<file path="src/rtl/card_seq.sv">
module card_seq #(
  parameter int SETTLE_CYC = 1250000,
  parameter int T1_CYC     = 16000,
  parameter int T2_CYC     = 1000,
  parameter int T3_CYC     = 1000,
  parameter int T4_CYC     = 1000,
  parameter int RST_HOLD   = 42000,
  parameter int D_RST_CYC  = 63,
  parameter int D_CLK_CYC  = 938,
  parameter int D_IO_CYC   = 250,
  parameter int DISCH_CYC  = 12500
) (
  input  logic clk,
  input  logic rst_n,
  input  logic sleep,
  input  logic cmd_vcc_n,
  input  logic rst_req,
  input  logic clk_strobe,
  input  logic card_ok,
  input  logic vcc_good,
  output logic vcc_en,
  output logic card_rst,
  output logic card_clk,
  output logic io_rx,
  output logic off_n
);

  function automatic int maxi(input int a, input int b);
    return (a > b) ? a : b;
  endfunction

  localparam int MAXC = maxi(maxi(maxi(SETTLE_CYC, DISCH_CYC), maxi(T1_CYC, T2_CYC)),
                             maxi(maxi(T3_CYC, T4_CYC), maxi(maxi(D_RST_CYC, D_CLK_CYC), D_IO_CYC)));
  localparam int CW = $clog2(MAXC + 1);
  localparam int HW = $clog2(RST_HOLD + 1);

  typedef enum logic [3:0] {
    S_PUP, S_IDLE, S_T1, S_T2, S_T3, S_T4, S_ACT,
    S_DRST, S_DCLK, S_DIO, S_DVCC, S_DISCH, S_FAULT
  } state_t;

  state_t         st;
  logic [CW-1:0]  cnt, dcnt;
  logic [HW-1:0]  hcnt;
  logic           gate, flt, off_cause, cmd_q, stb_q;

  wire cmd_fall = cmd_q & ~cmd_vcc_n;
  wire stb_rise = clk_strobe & ~stb_q;
  wire hold_ok  = (hcnt == HW'(RST_HOLD));
  wire live     = (st == S_T1) | (st == S_T2) | (st == S_T3) | (st == S_T4) | (st == S_ACT);
  wire sup_bad  = (st != S_T1) & ~vcc_good;
  wire drop_req = cmd_vcc_n | ~card_ok | sup_bad;

  assign card_clk = clk_strobe & gate;
  assign off_n    = card_ok & ~flt;

  always_ff @(posedge clk or negedge rst_n) begin
    if (!rst_n) begin
      st        <= S_PUP;
      cnt       <= '0;
      dcnt      <= '0;
      hcnt      <= '0;
      vcc_en    <= 1'b0;
      card_rst  <= 1'b0;
      gate      <= 1'b0;
      io_rx     <= 1'b0;
      flt       <= 1'b0;
      off_cause <= 1'b0;
      cmd_q     <= 1'b1;
      stb_q     <= 1'b0;
    end else begin
      cmd_q <= cmd_vcc_n;
      stb_q <= clk_strobe;
      cnt   <= cnt + 1'b1;
      dcnt  <= dcnt + 1'b1;

      if (!gate)                 hcnt <= '0;
      else if (stb_rise && !hold_ok) hcnt <= hcnt + 1'b1;

      if (sleep) begin
        st       <= S_PUP;
        cnt      <= '0;
        vcc_en   <= 1'b0;
        card_rst <= 1'b0;
        gate     <= 1'b0;
        io_rx    <= 1'b0;
        flt      <= 1'b0;
      end else if (live && drop_req) begin
        st        <= S_DRST;
        cnt       <= '0;
        dcnt      <= '0;
        off_cause <= ~card_ok | sup_bad;
        flt       <= sup_bad;
      end else begin
        case (st)
          S_PUP:
            if (cnt == CW'(SETTLE_CYC - 1)) st <= S_IDLE;
          S_IDLE:
            if (cmd_fall && card_ok) begin
              st     <= S_T1;
              cnt    <= '0;
              vcc_en <= 1'b1;
            end
          S_T1:
            if (cnt == CW'(T1_CYC - 1)) begin
              cnt <= '0;
              if (!vcc_good) begin
                st     <= S_FAULT;
                vcc_en <= 1'b0;
                flt    <= 1'b1;
              end else begin
                st <= S_T2;
              end
            end
          S_T2:
            if (cnt == CW'(T2_CYC - 1)) begin
              st    <= S_T3;
              cnt   <= '0;
              io_rx <= 1'b1;
            end
          S_T3:
            if (cnt == CW'(T3_CYC - 1)) begin
              st   <= S_T4;
              cnt  <= '0;
              gate <= 1'b1;
            end
          S_T4:
            if (cnt == CW'(T4_CYC - 1)) begin
              st  <= S_ACT;
              cnt <= '0;
            end
          S_ACT:
            card_rst <= rst_req & hold_ok;
          S_DRST:
            if (cnt == CW'(D_RST_CYC - 1)) begin
              st       <= S_DCLK;
              cnt      <= '0;
              card_rst <= 1'b0;
            end
          S_DCLK:
            if (cnt >= CW'(D_CLK_CYC - 1) && (off_cause || !clk_strobe)) begin
              st   <= S_DIO;
              cnt  <= '0;
              gate <= 1'b0;
            end
          S_DIO:
            if (cnt == CW'(D_IO_CYC - 1)) begin
              st    <= S_DVCC;
              io_rx <= 1'b0;
            end
          S_DVCC: begin
            st     <= S_DISCH;
            vcc_en <= 1'b0;
          end
          S_DISCH:
            if (dcnt >= CW'(DISCH_CYC - 1)) begin
              st        <= flt ? S_FAULT : S_IDLE;
              off_cause <= 1'b0;
            end
          S_FAULT:
            if (cmd_vcc_n) begin
              st  <= S_IDLE;
              flt <= 1'b0;
            end
          default: st <= S_PUP;
        endcase
      end
    end
  end

endmodule

</file>
<file path="config.mk">
export PLATFORM = sky130hd
export DESIGN_NAME = card_seq
export DESIGN_NICKNAME = d
export VERILOG_FILES = /design/src/rtl/card_seq.sv
export SDC_FILE = /design/constraint.sdc
export NUM_CORES = 1
export LEC_CHECK = 0
export ABC_AREA = 1
export BUFFER_PORTS_ARGS = -buffer_cell sky130_fd_sc_hd__buf_2
export CAP_MARGIN = 20
export CORE_UTILIZATION = 63
export CTS_BUF_LIST = sky130_fd_sc_hd__clkbuf_16
export CTS_CLUSTER_DIAMETER = 50
export CTS_CLUSTER_SIZE = 25
export DETAILED_ROUTE_END_ITERATION = 6
export PLACE_DENSITY = 0.83
export SLEW_MARGIN = 20
export SYNTH_ARGS = -nofsm -noshare
export SYNTH_HDL_FRONTEND = slang
export SYNTH_SLANG_ARGS = --single-unit
</file>
<file path="constraint.sdc">
create_clock -name clk -period 2.53 [get_ports clk]
set_clock_uncertainty 0.05 [all_clocks]
set_input_delay 0.1265 -clock clk [delete_from_list [all_inputs] [get_ports clk]]
set_output_delay 0.1265 -clock clk [all_outputs]
set_load 0.01 [all_outputs]
</file>
Word level (Yosys, flattened, before mapping):

Cells that the tools add are included.

* bits in registers: 70
* bits in latches: 0
* bits in writable memories: 0
* bits in read-only memories: 0
* word-level logic and storage cells: 157
* memories kept: 0

* $add $sub $neg: 3
* multipliers: 0
* divide/modulo/power cells: 0
* order comparisons: 2
* equal/unequal tests: 42
* shift operators: 0
* multiplexer cells: 56
* bitwise operators: 19
* reduce and logical (&&, ||, !) cells: 23

Operators with widths (number)
* 21-bit two-way mux: 9
* 21-bit one-hot mux with 5 select lines: 1
* 4-bit two-way mux: 15
* 4-bit one-hot mux with 13 select lines: 1
* 21-bit by 1-bit adder with 21-bit output, second input constant: 2
* 16-bit two-way mux: 2
* 4-bit inequality test, second input constant: 7
* 1-bit two-way mux: 23
* 21-bit by 10-bit equality test with 1-bit output, second input constant: 1
* 21-bit by 14-bit equality test with 1-bit output, second input constant: 1
* 21-bit equality test, second input constant: 1
* 21-bit by 6-bit equality test with 1-bit output, second input constant: 1
* 21-bit by 8-bit equality test with 1-bit output, second input constant: 1
* 21-bit by 10-bit >= comparator with 1-bit output, second input constant: 1
* 21-bit by 14-bit >= comparator with 1-bit output, second input constant: 1
* 4-bit equality test, second input constant: 5
* 4-bit by 2-bit inequality test with 1-bit output, second input constant: 5
* 16-bit by 1-bit adder with 16-bit output, second input constant: 1
* 16-bit equality test, second input constant: 1
* 4-bit by 3-bit equality test with 1-bit output, second input constant: 4
* 3-bit inequality test, second input constant: 5
* 3-bit by 2-bit inequality test with 1-bit output, second input constant: 4
* 12-bit AND reduction: 1
* 4-bit AND reduction: 3
* 20 further kinds: 49

Depth between registers and ports, before layout:

Gate-level depths: netlist of the first run.

* depth after elaboration: 8
* gate-level depth with buffers: 13
* mapped depth without buffers: 13

Worst setup path after synthesis of the first run:

OpenSTA, ideal clock, no wires.

* path type: register -> register
* from: register cnt[0]
* to: register cnt[17]
* setup time: 0.118 ns
* arrival time: 1.606 ns
* path slack: 0.755 ns
* stages on the path, launching flop included: 14
* path buffers: 1
* clock period less this slack: 1.775 ns
* cells stage by stage: dfrtp_1 -> ha_1 -> nand2_1 -> inv_2 -> nand2_1 -> nor2_1 -> nand3_2 -> nand2_1 -> inv_1 -> nor2_2 -> nand4_1 -> nand2_2 -> buf_6 -> nor2_1

* longest elaborated chain between the ends: 6
* elaborated cells between the ends (all ways): 14

Ends and longest elaborated chain
* start, declared: line 43 `logic [CW-1:0] cnt, dcnt;`
* start signal, assigned: line 74 `cnt <= cnt + 1'b1;`
* 21-bit by 10-bit >= comparator with 1-bit output: line 141 `if (cnt >= CW'(D_CLK_CYC - 1) && (off_cause || !clk_strobe)) begin`
* 1-bit logical AND: line 141
* 21-bit two-way mux: line 141
* 21-bit one-hot mux with 5 select lines *: line 95 `case (st)`
* 21-bit two-way mux *: line 88 `end else if (live && drop_req) begin`
* 21-bit two-way mux *: line 80 `if (sleep) begin`

Every way passes the cells marked *; elsewhere a longest branch is shown, timed or not.
A chain may end at the register's enable or synchronous reset.

Final worst setup path of the first run:

Same ends and word-level chain as after synthesis.

==> qor.yml, run 1 <==
status: "finished, final reports clean"
n_antenna_cell: 0
dp_slack_ps: 341
finalHoldViolCount: 0
dieWidth_um: 87.4
cts_buffers: 9
powerDensity_mw_per_mm2: 725
fp.dieArea_mm2: 0.00765
post_drt_via_cell_ratio: 5.66
syn_inst: 642
synth_area_leaders: "dfrtp_1 38%, nand2_1 11%, nor2_1 8.4%"
drt-total-wl_mm: 10.3
yosys_warnings: 0
r2r_slack_ps: 310
min_from: "card_ok"
max_slew_margin_pct: 52.3
synth-edff-count: 0
cp-start-kind: "register"
drt_iter0_drc: 254
wire_per_inst_um: 13.5
fin_nets: 678
track_usage_pct: 29.3
core-area_mm2: 0.00691
worst_slack_ps: 307
clock_sinks: 70
drv_cap: 0
rsz0062_at_grt: "no"
arrival_ps: 2370
grt_max_degree: 40
leakage_nw: 2.36
remaining_drc_errors: 0
cts_htree_levels: 3
cts.clk_slew.worst_paths_ps: 60
fin_crit_sh_pct: 87.9
place_hpwl_mm: 7.58
cts_tree: "done"
grt_pass1_vias: 4081
yosysSeqAreaShare_pct: 38.1
root_buffer: "clkbuf_16"
avgSynthCellArea_um2: 7.16
gp_congestion: 1.11
place_area_mm2: 0.00476
finalCriticalPeriod_ps: 2220
ant_nets: 0
critical_path_class: "register to register"
fin_tns_setup_ps: 0
crit_fanout: 20
tightestPinTransition_ps: 716
ir_drop_mv: 0.458
finalSetupViolCount: 0
post-route-util_pct: 73.2
fin_area_mm2: 0.00506
async_flop_share_pct: 100
reg2reg_from: "cnt[0]$_DFF_PN0_"
grt_pass1_wl_mm: 17.5
synth_most_common_cell: "nand2_1"
startpoint: "cnt[0]$_DFF_PN0_"
yosysTopAreaCell: "dfrtp_1"
io_buffer_count: 12
clock.fmax_mhz: 450
min_path_type: "input port to register"
synth_flop_cell: "dfrtp_1"
initial_utilization_pct: 66.6
yosys.cell_types.count: 45
antenna_found_initial: 0
drv_slew: 0
drt_pass1_iterations: 5
synth_commonest_cells: "135 x nand2_1, 103 x nor2_1, 85 x inv_1"
syn2layout_area_growth_pct: 9.98
cts_buffer_depth: 2
clock_latency_ps: 330
gr-total-overflow: 0
synth_top_area_share_pct: 37.5
synth-seq-cells: 70
hold_ws_ps: 158
num_rows: 30
die-height_um: 87.4
vias: 4332
drive_above_1_share_pct: 12.1
cp.required_ps: 2680
syn_nets: 656
pin_count: 13
cp-end-kind: "register"
synth_area_mm2: 0.00460
## worst max-delay path: stages, from the launching register on
cell and delay, ps:
dfrtp_1 430, ha_1 210, nand2_1 120, nor2_4 200, nand2_1 100, nor2_1 140, nand4_1 110, nand2_1 110
nand4_1 140, nand2_2 380, nor2_1 100
## power breakdown
group | total (mW) | switching (mW) | internal [mW]
Combinational | 1.16 | 0.794 | 0.370
Clock | 1.12 | 0.470 | 0.654
Sequential | 1.38 | 0.129 | 1.25
Total | 3.67 | 1.39 | 2.27
## cell families (layout without fill, tap and decap cells)
logic type / after synthesis / count (layout) / share of synthesized area, %
adder cells (fa/ha/maj): 6 / 6 / 1.63
buffers and inverters: 101 / 128 / 8.87
AO/OA/AOI/OAI: 59 / 59 / 7.94
XOR/XNOR: 23 / 23 / 4.38
AND/OR/NAND/NOR: 383 / 383 / 39.1
flip-flops: 70 / 70 / 38.1
## flip-flops by register name (all words and copies together) (netlist names)
signal,count
hcnt,16
dcnt,21
off_cause,1
flt,1
cnt,21
card_rst,1
stb_q,1
cmd_q,1
io_rx,1
vcc_en,1
st,4
gate,1
## path summary, 6_finish.rpt
| check | end | cells past startpoint |
|---|---|---|
| min in group asynchronous | dcnt[7]$_DFF_PN0_ | 2 |
| max in group asynchronous | cnt[15]$_DFF_PN0_ | 3 |
| worst max-delay path | cnt[17]$_DFF_PN0_ | 10 |
| worst max register to register | cnt[17]$_DFF_PN0_ | 10 |
| worst min register to register | vcc_en$_DFFE_PN0P_ | 2 |
| worst min-delay path | off_cause$_DFFE_PN0P_ | 4 |
## what timing repair did
item	4_1_cts	5_1_grt
gates resized for setup	0	0
setup endpoints to repair	0	0
hold buffers	3	0
setup buffers	0	0
endpoints found under the hold margin	32	0
## cell type report
| class | count | area [um^2] |
|---|---|---|
| clock buffer | 9 | 225 |
| clock inverter | 7 | 40.0 |
| fill | 534 | 1850 |
| inverter | 93 | 349 |
| multi-input combinational | 471 | 2440 |
| sequential | 70 | 1750 |
| tap | 96 | 120 |
| timing repair buffer | 19 | 133 |
## routing by layer
| metal | part of all wire (%) | global-route usage [%] | wire, um |
|---|---|---|---|
| met1 | 44 | 37.6 | 4570 |
| met2 | 48 | 49.3 | 4920 |
| met3 | 6.4 | 5.69 | 659 |
| met4 | 1.8 | 10.1 | 189 |
| met5 | 0 | 0 | 0 |
## placed cells by master, fill, tap and decap left out, drive strengths merged, types with 2 or more instances in the layout
master / instances
inv: 93
xnor2: 4
a221oi: 2
nand3b: 2
nand3: 56
o31ai: 6
xor2: 19
nor3: 28
clkinvlp: 2
dfrtp: 69
clkinv: 5
clkbuf: 9
a31oi: 3
o21ai: 25
nor4: 8
dlygate4sd3: 3
nor2: 118
a21oi: 14
nand4: 22
o211ai: 2
nand2: 143
nor3b: 2
o22ai: 2
buf: 16
ha: 6
## metrics by stage
step	total power [mW]	std cells
2_1_floorplan	2.29	642
3_3_place_gp	2.50	746
3_5_place_dp	2.54	746
4_1_cts	3.68	765
5_1_grt	3.90	765
6_report	3.67	765
Note: power is estimated with default switching activity, not from simulation.
==> inputs of run 2 (changes only) <==
--- a/config.mk
+++ b/config.mk
@@ -8,6 +8,7 @@
 export ABC_AREA = 1
 export BUFFER_PORTS_ARGS = -buffer_cell sky130_fd_sc_hd__buf_2
 export CAP_MARGIN = 20
+export CORE_MARGIN = 5
 export CORE_UTILIZATION = 63
 export CTS_BUF_LIST = sky130_fd_sc_hd__clkbuf_16
 export CTS_CLUSTER_DIAMETER = 50
==> run 2 against run 1 <==
  * Cell count unchanged
  * Wire length up 3.7%
  * Clock power up 21%
  * Highest routed layer unchanged
==> qor.yml, run 2 (synthesis results as in run 1) <==
arrival_ps: 2340
ir_drop_mv: 0.649
clock_sinks: 70
gr-total-overflow: 0
initial_utilization_pct: 64.1
post_drt_via_cell_ratio: 5.70
num_rows: 31
power_mw: 3.88
grt_max_degree: 43
io_buffer_count: 12
cp-start-kind: "register"
fin_tns_setup_ps: 0
finalSetupViolCount: 0
p_comb_share_pct: 29.4
crit_fanout: 20
max_slew_margin_pct: 51.2
remaining_drc_errors: 0
layout_commonest_cell: "nand2_1"
tightestPinTransition_ps: 726
p_sw_mw: 1.42
power.internal_mw: 2.47
leakage_nw: 2.37
clkPwrFrac_pct: 34.9
die-height_um: 95.4
clock_latency_ps: 330
grt_pass1_vias: 4237
cts_htree_levels: 3
n_antenna_cell: 0
vias: 4359
finalHoldViolCount: 0
fin_crit_sh_pct: 84.9
reg_top3: "cnt: 21 flops, dcnt: 21 flops, hcnt: 16 flops"
drv_slew: 0
cts_buffers: 9
drv_cap: 0
core-area_mm2: 0.00718
min_path_type: "input port to register"
cp-end-kind: "register"
syn2layout_area_growth_pct: 10.7
rsz0062_at_grt: "no"
cts.clk_slew.worst_paths_ps: 60
drt_iter0_drc: 246
drive_above_1_share_pct: 12.0
fp.dieArea_mm2: 0.00911
drt-total-wl_mm: 10.7
place_hpwl_mm: 7.82
status: "finished, final reports clean"
root_buffer: "clkbuf_16"
pin_count: 13
gp_congestion: 0.980
antenna_found_initial: 0
cts_tree: "done"
p_seq_share_pct: 35.7
track_usage_pct: 25.8
wire_per_inst_um: 14.0
cp.required_ps: 2720
post-route-util_pct: 71.0
grt_pass1_wl_mm: 18.5
critical_path_class: "register to register"
finalCriticalPeriod_ps: 2150
clock.fmax_mhz: 465
ant_nets: 0
p_sw_share_pct: 36.5
dieWidth_um: 95.4
drt_pass1_iterations: 5
final_cell_mix: "135 x nand2_1, 103 x nor2_1, 85 x inv_1"
cts_buffer_depth: 2
fin_nets: 675
powerDensity_mw_per_mm2: 762
[run 2: changes by cell type in the layout (fill, tap and decap cells not counted), sizes merged]
cell	before	now
bufinv	0	2
clkinvlp	2	1
clkinv	5	3
inv	93	94
buf	16	13
[run 2: power by group through the flow]
stage	clock network [mW]	logic (mW)	registers (mW)
final	1.36	1.14	1.39
after global routing	1.42	1.30	1.41
after CTS	1.38	1.13	1.38
after detailed placement	0	1.11	1.40
after global placement	0	1.11	1.39
after floorplan	0	0.931	1.36
[run 2: routing by layer]
layer,vias to the layer above,global-route usage (%),share of wire (%)
met5,-,0,0
met4,0,9.60,2.6
met3,34,7.02,6.6
met2,163,43.6,49
met1,2033,31.6,42
li1,2129,-,-
[run 2: critical path, cell delays in order, from the launching register on]
cell and delay (ps):
dfrtp_1 450, inv_1 100, nor2_2 140, nand2_2 130
nand2_2 100, nand2_1 60, nand2_2 220, nand2_1 170
inv_2 150, nand2_2 280, nor3_2 200
[run 2: final cells by class]
class / instances / area (um^2)
Multi-Input combinational cell: 471 / 2440
Fill cell: 604 / 2080
Sequential cell: 70 / 1750
Inverter: 93 / 349
Clock buffer: 9 / 225
Tap cell: 99 / 124
Timing Repair Buffer: 16 / 110
Clock inverter: 7 / 93.8
[run 2: path summary, 6_finish.rpt]
check | from | end | slack (ps) | cells past startpoint
setup reg to reg | st[1]$_DFFE_PN0P_ | cnt[16]$_DFF_PN0_ | 380 | 10
hold / removal | rst_req | card_rst$_DFFE_PN0P_ | 130 | 4
hold reg to reg | io_rx$_DFFE_PN0P_ | io_rx$_DFFE_PN0P_ | 440 | 2
max in group asynchronous | rst_n | cnt[11]$_DFF_PN0_ | 1470 | 3
setup / recovery | st[1]$_DFFE_PN0P_ | cnt[16]$_DFF_PN0_ | 380 | 10
min in group asynchronous | rst_n | dcnt[5]$_DFF_PN0_ | 310 | 2
[run 2: repair_timing]
action                                 in CTS  in global routing
endpoints found under the hold margin      29                  0
hold buffers                                3                  0
gates resized for setup                     0                  0
buffers inserted                            0                  0
[run 2: per-stage QoR]
stage | hold WS, ps | setup slack [ps] | area, um^2 | instances
floorplan | -219 | 755 | 4600 | 642
global placement | 144 | 433 | 4740 | 746
detailed placement | 149 | 371 | 4740 | 746
CTS | 129 | 370 | 5090 | 765
global route | 163 | 54.2 | 5090 | 765
finish | 135 | 382 | 5090 | 765
